## src/rtl/cop_rd_engine.sv

```systemverilog
module cop_rd_engine #(
  parameter int DW       = 16,
  parameter int DEPTH    = 16,
  parameter int RST_HOLD = 8
) (
  input  logic          clk,
  input  logic          rst_n,
  input  logic          cfg_we,
  input  logic [15:0]   cfg_wdata,
  output logic [15:0]   cfg_q,
  input  logic          adr_we,
  input  logic [15:0]   adr_wdata,
  output logic [15:0]   adr_q,
  input  logic          pop,
  output logic [DW-1:0] pop_data,
  output logic [15:0]   stat,
  output logic          irq,
  input  logic          wf_full,
  input  logic          wf_empty,
  input  logic [15:0]   cop_hi_addr,
  output logic          cop_req,
  output logic [31:0]   cop_addr,
  output logic [3:0]    cop_space,
  input  logic          cop_ack,
  input  logic [DW-1:0] cop_rdata,
  output logic          cop_rst
);
  localparam int PW  = $clog2(DEPTH);
  localparam int CW  = $clog2(DEPTH + 1);
  localparam int HW  = $clog2(RST_HOLD + 1);
  localparam int LCW = 5;

  logic [15:0]   cfg_r, adr_r;
  logic [DW-1:0] mem [DEPTH];
  logic [PW-1:0] wp, rp;
  logic [CW-1:0] cnt;
  logic [DW-1:0] pop_q;
  logic          run_r, free_r;
  logic [LCW-1:0] left_r;
  logic [HW-1:0] hold_r;

  logic full, empty, take, pop_ok, start, stop;

  assign full    = (cnt == CW'(DEPTH));
  assign empty   = (cnt == '0);
  assign cop_rst = cfg_r[0] || (hold_r != '0);
  assign cop_req = run_r && !cop_rst && !full;
  assign take    = cop_req && cop_ack;
  assign pop_ok  = pop && !empty;
  assign start   = cfg_we && cfg_wdata[4] && !run_r;
  assign stop    = cfg_we && !cfg_wdata[4] && run_r && free_r;

  assign cop_addr  = {cop_hi_addr, adr_r};
  assign cop_space = cfg_r[15:12];
  assign cfg_q     = cfg_r;
  assign adr_q     = adr_r;
  assign pop_data  = pop_q;

  assign stat = {7'd0, wf_empty, wf_full, !empty, full, 2'b00, cop_rst, 1'b0, run_r};
  assign irq  = |(cfg_r[8:5] & stat[8:5]);

  always_ff @(posedge clk) begin
    if (!rst_n) begin
      cfg_r  <= '0;
      hold_r <= '0;
    end else begin
      if (cfg_we) cfg_r <= cfg_wdata;
      if (cfg_we && cfg_wdata[0] && !cfg_r[0]) hold_r <= HW'(RST_HOLD);
      else if (hold_r != '0)                  hold_r <= hold_r - 1'b1;
    end
  end

  always_ff @(posedge clk) begin
    if (!rst_n)                    adr_r <= '0;
    else if (adr_we)               adr_r <= adr_wdata;
    else if (take && cfg_r[1])     adr_r <= adr_r + 16'd1;
  end

  always_ff @(posedge clk) begin
    if (!rst_n) begin
      run_r  <= 1'b0;
      free_r <= 1'b0;
      left_r <= '0;
    end else if (start) begin
      run_r  <= 1'b1;
      free_r <= (cfg_wdata[3:2] == 2'd3);
      case (cfg_wdata[3:2])
        2'd0:    left_r <= LCW'(1);
        2'd1:    left_r <= LCW'(8);
        default: left_r <= LCW'(16);
      endcase
    end else if (run_r) begin
      if (take) left_r <= left_r - 1'b1;
      if (stop) run_r <= 1'b0;
      else if (take && !free_r && left_r == LCW'(1)) run_r <= 1'b0;
    end
  end

  always_ff @(posedge clk) begin
    if (take) mem[wp] <= cop_rdata;
  end

  always_ff @(posedge clk) begin
    if (!rst_n) begin
      wp    <= '0;
      rp    <= '0;
      cnt   <= '0;
      pop_q <= '0;
    end else begin
      if (take) wp <= wp + 1'b1;
      if (pop_ok) begin
        rp    <= rp + 1'b1;
        pop_q <= mem[rp];
      end
      case ({take, pop_ok})
        2'b10:   cnt <= cnt + 1'b1;
        2'b01:   cnt <= cnt - 1'b1;
        default: cnt <= cnt;
      endcase
    end
  end

  logic [HW-1:0] rst_len;
  always_ff @(posedge clk) begin
    if (!rst_n || !cop_rst)              rst_len <= '0;
    else if (rst_len != HW'(RST_HOLD))   rst_len <= rst_len + 1'b1;
  end

  AST_RST_HOLD: assert property (@(posedge clk) disable iff (!rst_n) $fell(cop_rst) |-> rst_len == HW'(RST_HOLD));
  AST_NO_OVERFLOW: assert property (@(posedge clk) disable iff (!rst_n) cnt <= CW'(DEPTH));
  AST_ADDR_HOLD: assert property (@(posedge clk) disable iff (!rst_n) (cop_req && !cop_ack && !adr_we) |=> (!cop_req || $stable(cop_addr[15:0])));
  AST_POP_EMPTY: assert property (@(posedge clk) disable iff (!rst_n) (pop && stat[6] == 1'b0 && !take) |=> ($stable(pop_data) && stat[6] == 1'b0));
  AST_STREAM_STOP: assert property (@(posedge clk) disable iff (!rst_n) (stat[0] && free_r && cfg_we && !cfg_wdata[4]) |=> !stat[0]);
  AST_IDLE_QUIET: assert property (@(posedge clk) disable iff (!rst_n) (!stat[0] && !start) |=> !cop_req);
endmodule

```

## config.mk

```make
export PLATFORM = sky130hd
export DESIGN_NAME = cop_rd_engine
export DESIGN_NICKNAME = d
export VERILOG_FILES = /design/src/rtl/cop_rd_engine.sv
export SDC_FILE = /design/constraint.sdc
export NUM_CORES = 1
export LEC_CHECK = 0
export BUFFER_PORTS_ARGS = -buffer_cell sky130_fd_sc_hd__buf_4
export CAP_MARGIN = 20
export CORE_UTILIZATION = 40
export DETAILED_ROUTE_END_ITERATION = 16
export GPL_ROUTABILITY_DRIVEN = 1
export GPL_TIMING_DRIVEN = 0
export PLACE_DENSITY_LB_ADDON = 0.1
export REMOVE_ABC_BUFFERS = 1
export SYNTH_ARGS = -nofsm -noshare
export SYNTH_HDL_FRONTEND = slang
export SYNTH_SLANG_ARGS = --single-unit
```

## constraint.sdc

```tcl
create_clock -name clk -period 4.1 [get_ports clk]
set_input_delay 0.82 -clock clk [delete_from_list [all_inputs] [get_ports clk]]
set_output_delay 0.82 -clock clk [all_outputs]
set_load 0.1 [all_outputs]
```

# --- Word-level counts from Yosys, hierarchy flattened ---
# Memories as Yosys holds them, arrays and structs flattened. A register that Yosys moved wholly into a read port is not among the register bits.
# Index checks and enable logic that the tools add are counted.
word_totals:
  register_bits: 56
  latchBits: 0
  ramBits: 256
  mem_bits_ro: 0
  inputBits: 72
  wordCells: 75
  n_memories: 1
mem_list:
  columns: ["memory", "depth", "width", "read_ports", "rd_clocked_by_memory_dff", "wr", "line_no", "source"]
  rows:
  - ["mem", 16, 16, 1, 1, 1, "34", "logic [DW-1:0] mem [DEPTH];"]
classes:
  add_sub_neg: 7
  n_mul: 0
  div: 0
  order_cmp: 0
  eq_ne: 6
  shift: 0
  muxes: 15
  n_bitwise: 2
  n_reduce_logical: 34
op_table:
  columns: ["cell", "n"]
  rows:
  - ["$mux W16", 2]
  - ["$pmux W5 S2", 2]
  - ["$add A16 B1 Y16 const B", 1]
  - ["$mux W5", 3]
  - ["$logic_and A1 B1 Y1", 14]
  - ["$reduce_bool A2 Y1", 5]
  - ["$sub A5 B1 Y5 const B", 2]
  - ["$add A4 B1 Y4 const B", 2]
  - ["$logic_not A1 Y1", 8]
  - ["$mux W4", 2]
  - ["$mux W1", 6]
  - ["$add A5 B1 Y5 const B", 1]
  - ["$eq A5 B1 Y1 const B", 1]
  - ["$eq A5 B5 Y1 const B", 1]
  - ["$logic_not A5 Y1", 1]
  - ["$and A4 B4 Y4", 1]
  - ["$eq A2 B1 Y1 const B", 2]
  - ["$eq A2 B2 Y1 const B", 2]
  - ["$reduce_bool A4 Y1", 1]
  - ["$reduce_or A4 Y1", 1]
  - ["$sub A4 B1 Y4 const B", 1]
  - ["$logic_not A2 Y1", 1]
  - ["$reduce_and A2 Y1", 1]
  - ["$reduce_or A2 Y1", 1]
  - ["other kinds (2)", 2]

# --- Depth between registers and ports, before layout ---
# Gate-level depths: netlist (run 1).
depth:
  word_depth: 12
  mapped_depth: 12
  mapped_depth_nobuf: 11

# --- Worst setup path after synthesis (run 1) ---
# OpenSTA, ideal clock, no wires.
synth_timing:
  kind: "flip-flop to output port"
  from: "reg hold_r[0]"
  to: "out cop_req"
  t_arrival_ns: 4.014
  required_ns: 3.280
  path_slack_ns: -0.734
  stages_incl_launch_ff: 6
  path_buffers: 0
  cell_sequence: "dfxtp_1 inv_1 ha_1 nand2b_1 or2_2 nor4b_1"
synth_via:
  elab_chain_cells: 5
synth_lines:
  columns: ["element", "line_no", "source"]
  rows:
  - ["start, declared", "40", "logic [HW-1:0] hold_r;"]
  - ["start signal, assigned", "68", "if (cfg_we && cfg_wdata[0] && !cfg_r[0]) hold_r <= HW'(RST_HOLD);"]
  - ["start signal, assigned", "69", "else if (hold_r != '0) hold_r <= hold_r - 1'b1;"]
  - ["$reduce_bool A4 Y1", "46", "assign cop_rst = cfg_r[0] || (hold_r != '0);"]
  - ["$logic_or A1 B1 Y1", "46", null]
  - ["$logic_not A1 Y1", null, null]
  - ["$logic_and A1 B1 Y1 (2 in series)", "47", "assign cop_req = run_r && !cop_rst && !full;"]
  - ["end, declared", "21", "output logic cop_req,"]
# No other way between the ends.

# --- Final worst setup path (run 1) ---
layout_timing:
  from: "reg hold_r[0]"
  to: "reg cnt[4]"
layout_via:
  elab_chain_cells: 8
layout_lines:
  columns: ["element", "line_no", "source"]
  rows:
  - ["$reduce_bool A4 Y1 *", "46", null]
  - ["$logic_or A1 B1 Y1 *", "46", null]
  - ["$logic_not A1 Y1 *", null, null]
  - ["$logic_and A1 B1 Y1 * (2 in series)", "47", null]
  - ["$logic_and A1 B1 Y1 *", "48", "assign take = cop_req && cop_ack;"]
  - ["$eq A2 B1 Y1 or $eq A2 B2 Y1 (tied branches)", "115", "case ({take, pop_ok})"]
  - ["$pmux W5 S2 or $reduce_bool A2 Y1 (tied branches)", null, null]
  - ["end signal, assigned", "116", "2'b10: cnt <= cnt + 1'b1;"]
  - ["end signal, assigned", "117", "2'b01: cnt <= cnt - 1'b1;"]
  - ["end signal, assigned", "118", "default: cnt <= cnt;"]
  - ["end, declared", "36", "logic [CW-1:0] cnt;"]
# Every way passes the cells marked *; elsewhere a longest branch is shown, timed or not.
# A chain may end at the register's enable or synchronous reset.

==> impl_metrics.prom, run 1 <==
# TYPE chip_impl_metric gauge
chip_impl_info{name="largest_cells_by_area_after_synthesis",value="edfxtp_1 56%, dfxtp_1 11%, mux2i_1 6.1%, mux4_2 5.3%, buf_4 2.9%"} 1
chip_impl_metric{name="chip_height",unit="um"} 187
chip_impl_info{name="synth_largest_area_cell",value="edfxtp_1"} 1
chip_impl_info{name="timing.rr.end",value="cnt[4]"} 1
chip_impl_metric{name="number_of_antenna_violations_at_the_first_check_in_global_routing",unit=""} 0
chip_impl_metric{name="final-instance-count-excl-fill",unit=""} 1493
chip_impl_metric{name="route.final.wire_length",unit="mm"} 31.7
chip_impl_metric{name="route.detailed.wl_per_inst",unit="um"} 21.2
chip_impl_metric{name="grt_overflow_total",unit=""} 0
chip_impl_metric{name="postRouteAntennaNets",unit=""} 0
chip_impl_metric{name="crit_fanout",unit=""} 23
chip_impl_info{name="worst_setup_path_end_kind",value="register"} 1
chip_impl_metric{name="power_density",unit="nW/um^2"} 527
chip_impl_metric{name="coreArea",unit="sq um"} 33600
chip_impl_metric{name="yosys_warnings",unit=""} 0
chip_impl_metric{name="worst_ir_drop_on_vdd",unit="mV"} 0.599
chip_impl_metric{name="remaining_drc_errors",unit=""} 0
chip_impl_metric{name="flops_latches_synth",unit=""} 328
chip_impl_metric{name="dp_hpwl",unit="mm"} 19.2
chip_impl_metric{name="io_pins",unit=""} 175
chip_impl_info{name="hold_path_startpoint",value="left_r[0]"} 1
chip_impl_metric{name="fp-row-count",unit=""} 67
chip_impl_metric{name="viasPerCell",unit=""} 5.29
chip_impl_metric{name="slew-limit-headroom",unit=""} 0.250
chip_impl_info{name="whs_endpoint",value="left_r[0]"} 1
chip_impl_metric{name="drive_above_1_share",unit=""} 0.236
chip_impl_metric{name="worst-slew-pin-transition",unit="ps"} 1120
chip_impl_info{name="rsz_0062_raised_after_global_routing",value="no"} 1
chip_impl_info{name="cts_tree",value="built"} 1
chip_impl_metric{name="clock_skew",unit="ps"} 23.6
chip_impl_metric{name="post-layout-total-power",unit="mW"} 8.50
chip_impl_info{name="worstHoldPathType",value="reg2reg"} 1
chip_impl_metric{name="syn_inst",unit=""} 919
chip_impl_metric{name="worst_ep_arrival_time",unit="ps"} 4090
chip_impl_metric{name="ff2ff_setup_slack",unit="ps"} 440
chip_impl_metric{name="cts_buffer_depth",unit=""} 3
chip_impl_metric{name="fin_hold_ws",unit="ps"} 488
chip_impl_info{name="yosys_most_used_dff",value="edfxtp_1"} 1
chip_impl_metric{name="r2r.worst_path.cells",unit=""} 11
chip_impl_metric{name="insertion_delay",unit="ps"} 520
chip_impl_metric{name="postSynthAreaPerCell",unit="sq um"} 14.9
chip_impl_metric{name="timing.fmax",unit="GHz"} 0.273
chip_impl_metric{name="finalWeightedCongestion",unit=""} 0.768
chip_impl_metric{name="postSynth.asyncResetShare",unit=""} 0
chip_impl_metric{name="firstDrtPassIters",unit=""} 5
chip_impl_metric{name="finalHoldViolations",unit=""} 0
chip_impl_metric{name="post-synth-top-area-fraction",unit=""} 0.560
chip_impl_metric{name="first_global_vias",unit=""} 7757
chip_impl_info{name="clk_root_buffer_cell",value="clkbuf_16"} 1
chip_impl_info{name="start_of_the_worst_register_to_register_path",value="hold_r[0]"} 1
chip_impl_metric{name="fin_crit",unit="ps"} 3660
chip_impl_metric{name="post_synth_instance_area",unit="sq um"} 13700
chip_impl_metric{name="synth-seq-area-share",unit=""} 0.665
chip_impl_metric{name="setup_violations_final",unit=""} 0
chip_impl_info{name="cp-start-kind",value="register"} 1
chip_impl_metric{name="cts_inserted_buffers",unit=""} 36
chip_impl_metric{name="fin_util",unit=""} 0.480
chip_impl_metric{name="final_nets",unit=""} 1104
chip_impl_metric{name="drtIter0Drc",unit=""} 520
chip_impl_metric{name="initial_utilization",unit=""} 0.408
chip_impl_metric{name="clkSlewWorstSetupHoldPaths",unit="ps"} 60
chip_impl_metric{name="required",unit="ps"} 4530
chip_impl_metric{name="holdPathStages",unit=""} 2
chip_impl_metric{name="place_inst",unit=""} 1425
chip_impl_metric{name="areaGrowthSynthToFinish",unit="%"} 17.6
chip_impl_metric{name="grt_util_all_layers",unit=""} 0.181
chip_impl_info{name="status",value="finished, final reports clean"} 1
chip_impl_metric{name="htree_num_levels",unit=""} 2
chip_impl_metric{name="die_area",unit="sq um"} 35000
chip_impl_metric{name="cts-hold-fix-buffers",unit=""} 0
chip_impl_metric{name="maximum_number_of_pins_on_one_net_before_global_route_repair",unit=""} 73
chip_impl_metric{name="post-route-period-util",unit=""} 0.892
chip_impl_metric{name="grt_pass1_wl",unit="mm"} 47.6
chip_impl_info{name="ws_path_type",value="reg2reg"} 1
chip_impl_metric{name="routed-via-count",unit=""} 7899
chip_impl_metric{name="p_leak",unit="nW"} 5.48
chip_impl_metric{name="buffer_ports.inserted",unit=""} 132
chip_impl_metric{name="drv.max_cap_violation_count",unit=""} 0
chip_impl_metric{name="synth_cell_types",unit=""} 60
chip_impl_metric{name="cts.sinks",unit=""} 328
chip_impl_metric{name="timing.final.max_slew_violations",unit=""} 0
chip_impl_metric{name="insertedDiodeCount",unit=""} 0
chip_impl_metric{name="width_of_the_die",unit="um"} 187
chip_impl_metric{name="synth-edff-count",unit=""} 256
==> repair_timing <==
item,4_1_cts,5_1_grt
endpoints found under the setup margin,1,0
buffers inserted,1,0
resized for setup,0,0
==> stage by stage <==
step           TNS [ps]  instance area, sq um  setup WS, ps
3_3_place_gp     -42590                 14700         -1610
5_1_grt               0                 16100           144
6_report              0                 16100           443
3_5_place_dp          0                 15000          3.35
2_1_floorplan     -1210                 13100         -1210
4_1_cts               0                 16100           428
==> worst max-delay path: stages (launching register included) <==
cell and delay [ps]:
dfxtp_1 310, inv_1 120, ha_1 200, nor3b_2 710
o211a_4 450, inv_2 180, ha_1 320, fa_1 420
a21o_1 180, a21oi_1 170, mux2i_1 330, mux2i_1 200
==> worst max path at each step <==
stage               from            to  slack (ps)  depth (start not counted)
2_1_floorplan     cnt[0]       cop_req       -1210                          3
3_3_place_gp       rp[2]  pop_data[15]       -1610                          3
3_5_place_dp      cnt[0]        cnt[4]           3                          9
4_1_cts        hold_r[0]        cnt[4]         430                         11
5_1_grt        hold_r[0]        cnt[4]         140                         11
6_report       hold_r[0]        cnt[4]         440                         11
==> metal layers <==
| metal | up-vias | part of all wire | global-route usage |
|---|---|---|---|
| li1 | 3718 | - | - |
| met3 | 43 | 0.051 | 0.0340 |
| met4 | 0 | 0.019 | 0.0508 |
| met1 | 3917 | 0.46 | 0.254 |
| met2 | 221 | 0.47 | 0.286 |
| met5 | - | 0 | 0 |
==> power breakdown <==
group	internal, mW	switching (mW)	leakage (nW)	total, mW
clock	1.76	1.25	0.534	3.02
sequential	3.68	0.145	2.89	3.83
combinational	0.442	1.21	2.05	1.65
==> cells in the mapped netlist (8+ instances only) <==
master    count
edfxtp_1    256
mux2i_1      83
dfxtp_1      72
buf_4        53
mux4_2       32
o22ai_1      32
o21ai_0      31
nor2b_1      29
clkbuf_1     27
nor3_1       27
a21oi_1      24
nand2_1      21
and3_1       19
a22oi_1      18
ha_1         14
inv_1        14
nor2_1       12
and2_1       11
buf_2        10
o21ai_1       9
xnor2_1       9
a31oi_1       8
nand3_1       8
==> cells by family after synthesis <==
| logic type | share of synthesized area |
|---|---|
| muxes | 0.113 |
| AOI/OAI and AO/OA | 0.0746 |
| and+or+nand+nor | 0.0764 |
| buffers and inverters | 0.0498 |
| xor gates and xnor gates | 0.00638 |
| adders and majority gates | 0.0142 |
| DFF | 0.665 |
| other | 0.000273 |
==> final cells by class <==
type | count | area, sq um
Timing Repair Buffer | 150 | 1310
Clock buffer | 56 | 1050
Multi-Input combinational cell | 485 | 3960
Tap cell | 448 | 561
Clock inverter | 10 | 57.6
Sequential cell | 328 | 9140
Fill cell | 2909 | 17500
Inverter | 16 | 62.6
==> cells in the final DEF (no fill, tap or decap), types with 8 or more instances in the layout <==
master / instances
a21oi_1: 24
a22oi_1: 18
a31oi_1: 8
and2_1: 11
and3_1: 19
buf_4: 134
clkbuf_1: 15
clkbuf_16: 38
conb_1: 10
dfxtp_1: 70
edfxtp_1: 256
ha_1: 14
inv_1: 14
mux2i_1: 83
mux4_2: 32
nand2_1: 21
nand3_1: 8
nor2_1: 12
nor2b_1: 26
nor3_1: 26
o21ai_0: 31
o21ai_1: 9
o22ai_1: 32
xnor2_1: 9
==> sequential cells by signal (all words and copies together) (netlist names) <==
register,cells
cfg_q,16
run_r,1
mem,256
left_r,5
free_r,1
rp,4
cnt,5
adr_q,16
hold_r,4
wp,4
pop_data,16
No activity file was read; power rests on OpenSTA's default activity.
==> run 2: changes to the inputs <==
Settings changed: MAX_ROUTING_LAYER set to met4, SETUP_SLACK_MARGIN set to 0.05.
==> run 2 against run 1 <==
Compared with the run above:
- wire length barely moved
- global-route usage rose by 0.56 points
- non-clock buffer count did not move
- critical path depth unchanged
- worst hold slack is essentially flat
- fmax is 0.63% lower
- final cell count unchanged
- total power is essentially flat
==> impl_metrics.prom, run 2 (synthesis results as in run 1) <==
# TYPE chip_impl_metric gauge
chip_impl_info{name="status",value="finished, final reports clean"} 1
chip_impl_metric{name="cts_buffer_depth",unit=""} 3
chip_impl_metric{name="cts_inserted_buffers",unit=""} 36
chip_impl_metric{name="worst-slew-pin-transition",unit="ps"} 1100
chip_impl_metric{name="post-layout-total-power",unit="mW"} 8.49
chip_impl_metric{name="first_global_vias",unit=""} 7759
chip_impl_metric{name="fin_crit",unit="ps"} 3680
chip_impl_metric{name="power_density",unit="nW/um^2"} 526
chip_impl_info{name="clk_root_buffer_cell",value="clkbuf_16"} 1
chip_impl_metric{name="firstDrtPassIters",unit=""} 4
chip_impl_metric{name="dp_hpwl",unit="mm"} 19.2
chip_impl_info{name="worst_setup_path_end_kind",value="register"} 1
chip_impl_metric{name="insertion_delay",unit="ps"} 520
chip_impl_info{name="cts_tree",value="built"} 1
chip_impl_info{name="layout.cells.most_common",value="edfxtp_1"} 1
chip_impl_metric{name="fp-row-count",unit=""} 67
chip_impl_metric{name="post-route-period-util",unit=""} 0.898
chip_impl_info{name="most_used_cells_in_the_layout_excluding_fill_and_tap_cells",value="256 x edfxtp_1, 134 x buf_4, 83 x mux2i_1"} 1
chip_impl_metric{name="required",unit="ps"} 4530
chip_impl_metric{name="setup_violations_final",unit=""} 0
chip_impl_metric{name="io_pins",unit=""} 175
chip_impl_metric{name="route.detailed.wl_per_inst",unit="um"} 21.2
chip_impl_info{name="cp-start-kind",value="register"} 1
chip_impl_metric{name="coreArea",unit="sq um"} 33600
chip_impl_metric{name="r2r.worst_path.cells",unit=""} 11
chip_impl_metric{name="remaining_drc_errors",unit=""} 0
chip_impl_info{name="critPathLaunch",value="hold_r[0]"} 1
chip_impl_info{name="critPathCapture",value="cnt[4]"} 1
chip_impl_metric{name="routed-via-count",unit=""} 7897
chip_impl_metric{name="worst_ep_arrival_time",unit="ps"} 4110
chip_impl_metric{name="clock_skew",unit="ps"} 21.9
chip_impl_metric{name="post_cts.resized_instances",unit=""} 0
chip_impl_info{name="cp_cell_sequence",value="inv_1 > ha_1 > nor3b_2 > o211a_4 > inv_2 > ha_1 > fa_1 > a21o_1 > a21oi_1 > mux2i_1 > mux2i_1"} 1
chip_impl_metric{name="clkSlewWorstSetupHoldPaths",unit="ps"} 60
chip_impl_metric{name="worst_ir_drop_on_vdd",unit="mV"} 0.599
chip_impl_metric{name="maximum_number_of_pins_on_one_net_before_global_route_repair",unit=""} 73
chip_impl_metric{name="viasPerCell",unit=""} 5.29
chip_impl_metric{name="areaGrowthSynthToFinish",unit="%"} 17.6
chip_impl_metric{name="timing.final.max_slew_violations",unit=""} 0
chip_impl_metric{name="drtIter0Drc",unit=""} 525
chip_impl_metric{name="holdPathStages",unit=""} 2
chip_impl_metric{name="crit_fanout",unit=""} 23
chip_impl_metric{name="grt_util_all_layers",unit=""} 0.186
chip_impl_metric{name="initial_utilization",unit=""} 0.408
chip_impl_metric{name="chip_height",unit="um"} 187
chip_impl_metric{name="width_of_the_die",unit="um"} 187
chip_impl_metric{name="setup_total_negative_slack",unit="ps"} 0
chip_impl_info{name="rsz_0062_raised_after_global_routing",value="no"} 1
chip_impl_info{name="crit_slowest_cell",value="nor3b_2"} 1
chip_impl_metric{name="finalWeightedCongestion",unit=""} 0.778
chip_impl_info{name="worstHoldPathType",value="reg2reg"} 1
chip_impl_metric{name="largest_register_ff_count",unit=""} 256
chip_impl_metric{name="p_leak",unit="nW"} 5.48
chip_impl_info{name="ws_path_type",value="reg2reg"} 1
chip_impl_metric{name="slew-limit-headroom",unit=""} 0.266
chip_impl_metric{name="finalHoldViolations",unit=""} 0
chip_impl_metric{name="postRouteAntennaNets",unit=""} 0
chip_impl_metric{name="grt_pass1_wl",unit="mm"} 47.5
chip_impl_metric{name="final_nets",unit=""} 1104
chip_impl_info{name="timing.rr.end",value="cnt[4]"} 1
chip_impl_metric{name="drive_above_1_share",unit=""} 0.236
chip_impl_metric{name="max_stage_delay",unit="ps"} 730
chip_impl_metric{name="number_of_antenna_violations_at_the_first_check_in_global_routing",unit=""} 0
chip_impl_metric{name="htree_num_levels",unit=""} 2
chip_impl_metric{name="die_area",unit="sq um"} 35000
chip_impl_metric{name="ff2ff_setup_slack",unit="ps"} 420
chip_impl_metric{name="cts.sinks",unit=""} 328
chip_impl_metric{name="timing.fmax",unit="GHz"} 0.272
chip_impl_metric{name="buffer_ports.inserted",unit=""} 132
chip_impl_metric{name="grt_overflow_total",unit=""} 0
chip_impl_info{name="start_of_the_worst_register_to_register_path",value="hold_r[0]"} 1
chip_impl_metric{name="route.final.wire_length",unit="mm"} 31.7
chip_impl_metric{name="drv.max_cap_violation_count",unit=""} 0
chip_impl_info{name="top_register",value="mem"} 1
chip_impl_metric{name="insertedDiodeCount",unit=""} 0
==> run 2: cell counts in the layout (fill, tap and decap cells not counted) <==
No cell type changed its count.
==> run 2: critical path, delay by kind of cell (launching register included) <==
kind / cells / cell delay (ps)
simple gates: 1 / 730
flops: 1 / 310
fa+ha+maj: 3 / 940
mux: 2 / 530
buf+inv: 2 / 300
compound gates: 3 / 810
==> run 2: how the worst min path moves through the flow <==
| stage | start | endpoint |
|---|---|---|
| 4_1_cts | left_r[0] | left_r[0] |
| 5_1_grt | left_r[0] | left_r[0] |
| 3_5_place_dp | left_r[0] | left_r[0] |
| 2_1_floorplan | left_r[0] | left_r[0] |
| 3_3_place_gp | left_r[0] | left_r[0] |
| 6_report | left_r[0] | left_r[0] |
==> run 2: layout make-up <==
type | count | area (sq um)
tap | 448 | 561
sequential | 328 | 9140
multi-input combinational | 485 | 3960
inverter | 16 | 62.6
clock buffer | 56 | 1050
fill | 2909 | 17500
clock inverter | 10 | 57.6
timing repair buffer | 150 | 1310
==> run 2: what timing repair did <==
| item | 4_1_cts | 5_1_grt |
|---|---|---|
| endpoints found under the setup margin | 1 | 0 |
| endpoints found under the hold margin | 0 | 0 |
| hold buffers | 0 | 0 |
| buffers inserted | 1 | 0 |
==> run 2: per-stage QoR <==
step	hold slack, ps	util	worst slack, ps	instances	cell area (sq um)
floorplan	460	-	-1210	829	13100
global placement	480	0.437	-1610	1409	14700
detailed placement	484	0.446	3.35	1425	15000
CTS	492	0.480	428	1492	16100
global route	530	0.480	139	1493	16100
finish	488	0.480	420	1493	16100
==> run 2: layer usage <==
layer | track usage | part of all wire
met3 | 0.0313 | 0.049
met5 | - | 0
met2 | 0.286 | 0.46
met4 | 0.0508 | 0.019
met1 | 0.257 | 0.47
==> run 2: power by group <==
part,leakage [nW],switching (mW),internal (mW),total (mW)
logic,2.05,1.21,0.442,1.65
registers,2.89,0.144,3.68,3.83
clock network,0.534,1.25,1.76,3.01
==> run 3: changes to the inputs <==
Settings changed: BUFFER_PORTS_ARGS -buffer_cell sky130_fd_sc_hd__buf_4 to -buffer_cell sky130_fd_sc_hd__buf_2, RECOVER_POWER set to 100.
==> run 3 against run 2 <==
Compared with the run above:
- the flow now finishes with violations (capacitance limit, slew limit)
- register-to-register slack improved by 120 ps
- final cell count unchanged
- total power increased by 1.6%
- critical endpoint unchanged
- core utilization decreased by 1.6 points
- sequential cell count unchanged
- critical path depth unchanged
- sequential power about the same
- global-route usage increased by 0.34 points
- clock power increased by 8.0%
- first-iteration DRC count decreased by 0.19%
- clock skew decreased by 8.3 ps
==> impl_metrics.prom, run 3 (synthesis results as in run 1) <==
# TYPE chip_impl_metric gauge
chip_impl_metric{name="cts_buffer_depth",unit=""} 3
chip_impl_metric{name="drv.max_cap_violation_count",unit=""} 2
chip_impl_metric{name="areaGrowthSynthToFinish",unit="%"} 13.6
chip_impl_metric{name="met3_wirelength",unit="mm"} 1.51
chip_impl_metric{name="buffer_ports.inserted",unit=""} 132
chip_impl_metric{name="setup_violations_final",unit=""} 0
chip_impl_metric{name="setup_total_negative_slack",unit="ps"} 0
chip_impl_info{name="hold_path_startpoint",value="left_r[0]"} 1
chip_impl_metric{name="timing.fmax",unit="GHz"} 0.281
chip_impl_metric{name="grt_pass1_wl",unit="mm"} 48.7
chip_impl_metric{name="seq_power_share",unit=""} 0.443
chip_impl_metric{name="power.combinational.fraction",unit=""} 0.179
chip_impl_metric{name="route.detailed.wl_per_inst",unit="um"} 21.4
chip_impl_metric{name="htree_num_levels",unit=""} 2
chip_impl_metric{name="viasPerCell",unit=""} 5.39
chip_impl_metric{name="worst_ep_arrival_time",unit="ps"} 4000
chip_impl_metric{name="power_density",unit="nW/um^2"} 553
chip_impl_info{name="crit_slowest_cell",value="nor3b_2"} 1
chip_impl_info{name="cts_tree",value="built"} 1
chip_impl_metric{name="met2WireLength",unit="mm"} 15.4
chip_impl_metric{name="remaining_drc_errors",unit=""} 0
chip_impl_info{name="cp_cell_sequence",value="inv_1 > ha_1 > nor3b_2 > o211a_4 > inv_2 > ha_1 > fa_1 > a21o_1 > a21oi_1 > mux2i_1 > mux2i_1"} 1
chip_impl_metric{name="grt_overflow_total",unit=""} 0
chip_impl_info{name="most_used_cells_in_the_layout_excluding_fill_and_tap_cells",value="256 x edfxtp_1, 112 x clkbuf_1, 83 x mux2i_1"} 1
chip_impl_metric{name="routed-via-count",unit=""} 8051
chip_impl_metric{name="clkSlewWorstSetupHoldPaths",unit="ps"} 60
chip_impl_metric{name="postRouteAntennaNets",unit=""} 0
chip_impl_metric{name="largest_register_ff_count",unit=""} 256
chip_impl_metric{name="insertion_delay",unit="ps"} 520
chip_impl_metric{name="crit_fanout",unit=""} 23
chip_impl_info{name="rsz_0062_raised_after_global_routing",value="no"} 1
chip_impl_metric{name="p_clk_frac",unit=""} 0.377
chip_impl_metric{name="fin_util",unit=""} 0.464
chip_impl_metric{name="slew-limit-headroom",unit=""} -0.160
chip_impl_info{name="worst_setup_path_end_kind",value="register"} 1
chip_impl_metric{name="insertedDiodeCount",unit=""} 0
chip_impl_metric{name="cts.sinks",unit=""} 328
chip_impl_metric{name="number_of_antenna_violations_at_the_first_check_in_global_routing",unit=""} 0
chip_impl_metric{name="drive_above_1_share",unit=""} 0.139
chip_impl_metric{name="met1_length",unit="mm"} 14.5
chip_impl_metric{name="firstDrtPassIters",unit=""} 5
chip_impl_metric{name="holdPathStages",unit=""} 2
chip_impl_metric{name="timing.final.max_slew_violations",unit=""} 75
chip_impl_metric{name="switching_pwr",unit="mW"} 2.64
chip_impl_metric{name="route.final.wire_length",unit="mm"} 32.0
chip_impl_metric{name="finalHoldViolations",unit=""} 0
chip_impl_metric{name="clock_skew",unit="ps"} 13.6
chip_impl_metric{name="required",unit="ps"} 4540
chip_impl_metric{name="maximum_number_of_pins_on_one_net_before_global_route_repair",unit=""} 52
chip_impl_metric{name="first_global_vias",unit=""} 8030
chip_impl_metric{name="width_of_the_die",unit="um"} 187
chip_impl_metric{name="coreArea",unit="sq um"} 33600
chip_impl_metric{name="r2r.worst_path.cells",unit=""} 11
chip_impl_metric{name="power.internal",unit="mW"} 5.99
chip_impl_metric{name="p_leak",unit="nW"} 5.03
chip_impl_info{name="layout.cells.most_common",value="edfxtp_1"} 1
chip_impl_metric{name="drtIter0Drc",unit=""} 524
chip_impl_metric{name="max_stage_delay",unit="ps"} 680
chip_impl_metric{name="dp_hpwl",unit="mm"} 19.2
chip_impl_metric{name="fp-row-count",unit=""} 67
chip_impl_info{name="worstHoldPathType",value="reg2reg"} 1
chip_impl_metric{name="worst-slew-pin-transition",unit="ps"} 1740
chip_impl_info{name="failed_checks",value="capacitance limit, slew limit"} 1
chip_impl_info{name="ws_path_type",value="reg2reg"} 1
chip_impl_metric{name="grt_util_all_layers",unit=""} 0.190
chip_impl_metric{name="die_area",unit="sq um"} 35000
chip_impl_info{name="status",value="finished with violations"} 1
chip_impl_metric{name="final_nets",unit=""} 1105
chip_impl_metric{name="cts-hold-fix-buffers",unit=""} 0
chip_impl_metric{name="post-route-period-util",unit=""} 0.868
chip_impl_info{name="timing.rr.end",value="cnt[4]"} 1
chip_impl_metric{name="fill_cell_instance_count_of_the_final_layout",unit=""} 3038
chip_impl_metric{name="fin_hold_ws",unit="ps"} 481
chip_impl_info{name="start_of_the_worst_register_to_register_path",value="hold_r[0]"} 1
chip_impl_info{name="clk_root_buffer_cell",value="clkbuf_16"} 1
chip_impl_metric{name="chip_height",unit="um"} 187
chip_impl_metric{name="cts_inserted_buffers",unit=""} 37
chip_impl_info{name="whs_endpoint",value="left_r[0]"} 1
chip_impl_info{name="top_register",value="mem"} 1
chip_impl_metric{name="ff2ff_setup_slack",unit="ps"} 540
chip_impl_info{name="cp-start-kind",value="register"} 1
chip_impl_metric{name="post_cts.resized_instances",unit=""} 0
chip_impl_metric{name="fin_crit",unit="ps"} 3560
chip_impl_metric{name="finalWeightedCongestion",unit=""} 0.757
chip_impl_metric{name="io_pins",unit=""} 175
chip_impl_metric{name="initial_utilization",unit=""} 0.408
chip_impl_metric{name="switching_share",unit=""} 0.306
chip_impl_metric{name="worst_ir_drop_on_vdd",unit="mV"} 0.582
chip_impl_info{name="dr.max_layer_used",value="met4"} 1
[run 3: changes by cell type in the layout (fill, tap and decap cells not counted), moves of 4 or more]
| cell | delta |
|---|---|
| o21ai_0 | +10 |
| buf_4 | -133 |
| a21boi_1 | -4 |
| a21boi_0 | +4 |
| o21ai_1 | -9 |
| buf_16 | -5 |
| buf_2 | +38 |
| buf_8 | -4 |
| clkbuf_1 | +97 |
[run 3: layout make-up]
type | instances | area [sq um] | area share
clock inverters | 14 | 156 | 0.0100
flip-flops and latches | 328 | 9140 | 0.586
repair buffers | 150 | 693 | 0.0445
well taps | 448 | 561 | 0.0360
multi-input cells | 485 | 3930 | 0.252
clock buffers | 52 | 1040 | 0.0670
inverters | 16 | 62.6 | 0.00401
[run 3: worst max-delay path by stage]
stage / start / endpoint
after floorplan: cnt[0] / cop_req
after global placement: rp[2] / pop_data[0]
after detailed placement: cnt[0] / cnt[4]
after CTS: hold_r[0] / cnt[4]
after global routing: hold_r[0] / cnt[4]
final: hold_r[0] / cnt[4]
[run 3: per-stage QoR]
step | instance area (sq um) | cells | setup slack (ps) | power [mW]
after floorplan | 13100 | 829 | -1210 | 5.09
after global placement | 14400 | 1409 | -1690 | 5.48
after detailed placement | 14600 | 1424 | -8.22 | 5.48
after CTS | 15900 | 1491 | 499 | 8.77
after global routing | 15600 | 1493 | 266 | 8.95
final | 15600 | 1493 | 543 | 8.63
[run 3: worst max-delay path: cells and delay by family (launching register included)]
family                   cells  cell delay (ps)
AO/OA/AOI/OAI                3              790
adder cells (fa/ha/maj)      3              950
buffers and inverters        2              270
flip-flops                   1              300
multiplexers                 2              520
AND/OR/NAND/NOR              1              680
[run 3: power by group through the flow]
stage	clock [mW]	sequential [mW]	combinational, mW
global placement	0	3.90	1.58
finish	3.25	3.83	1.55
global route	3.46	3.85	1.64
CTS	3.34	3.83	1.59
floorplan	0	4.39	0.700
detailed placement	0	3.90	1.58
[run 3: routing by layer]
layer,track usage,vias to the layer above
li1,-,3713
met1,0.257,4047
met2,0.299,236
met3,0.0306,55
met4,0.0489,0
met5,-,-
[run 3: repair_timing]
item	CTS	global route
buffers inserted	1	0
setup endpoints to repair	1	0
hold endpoints to repair	0	0
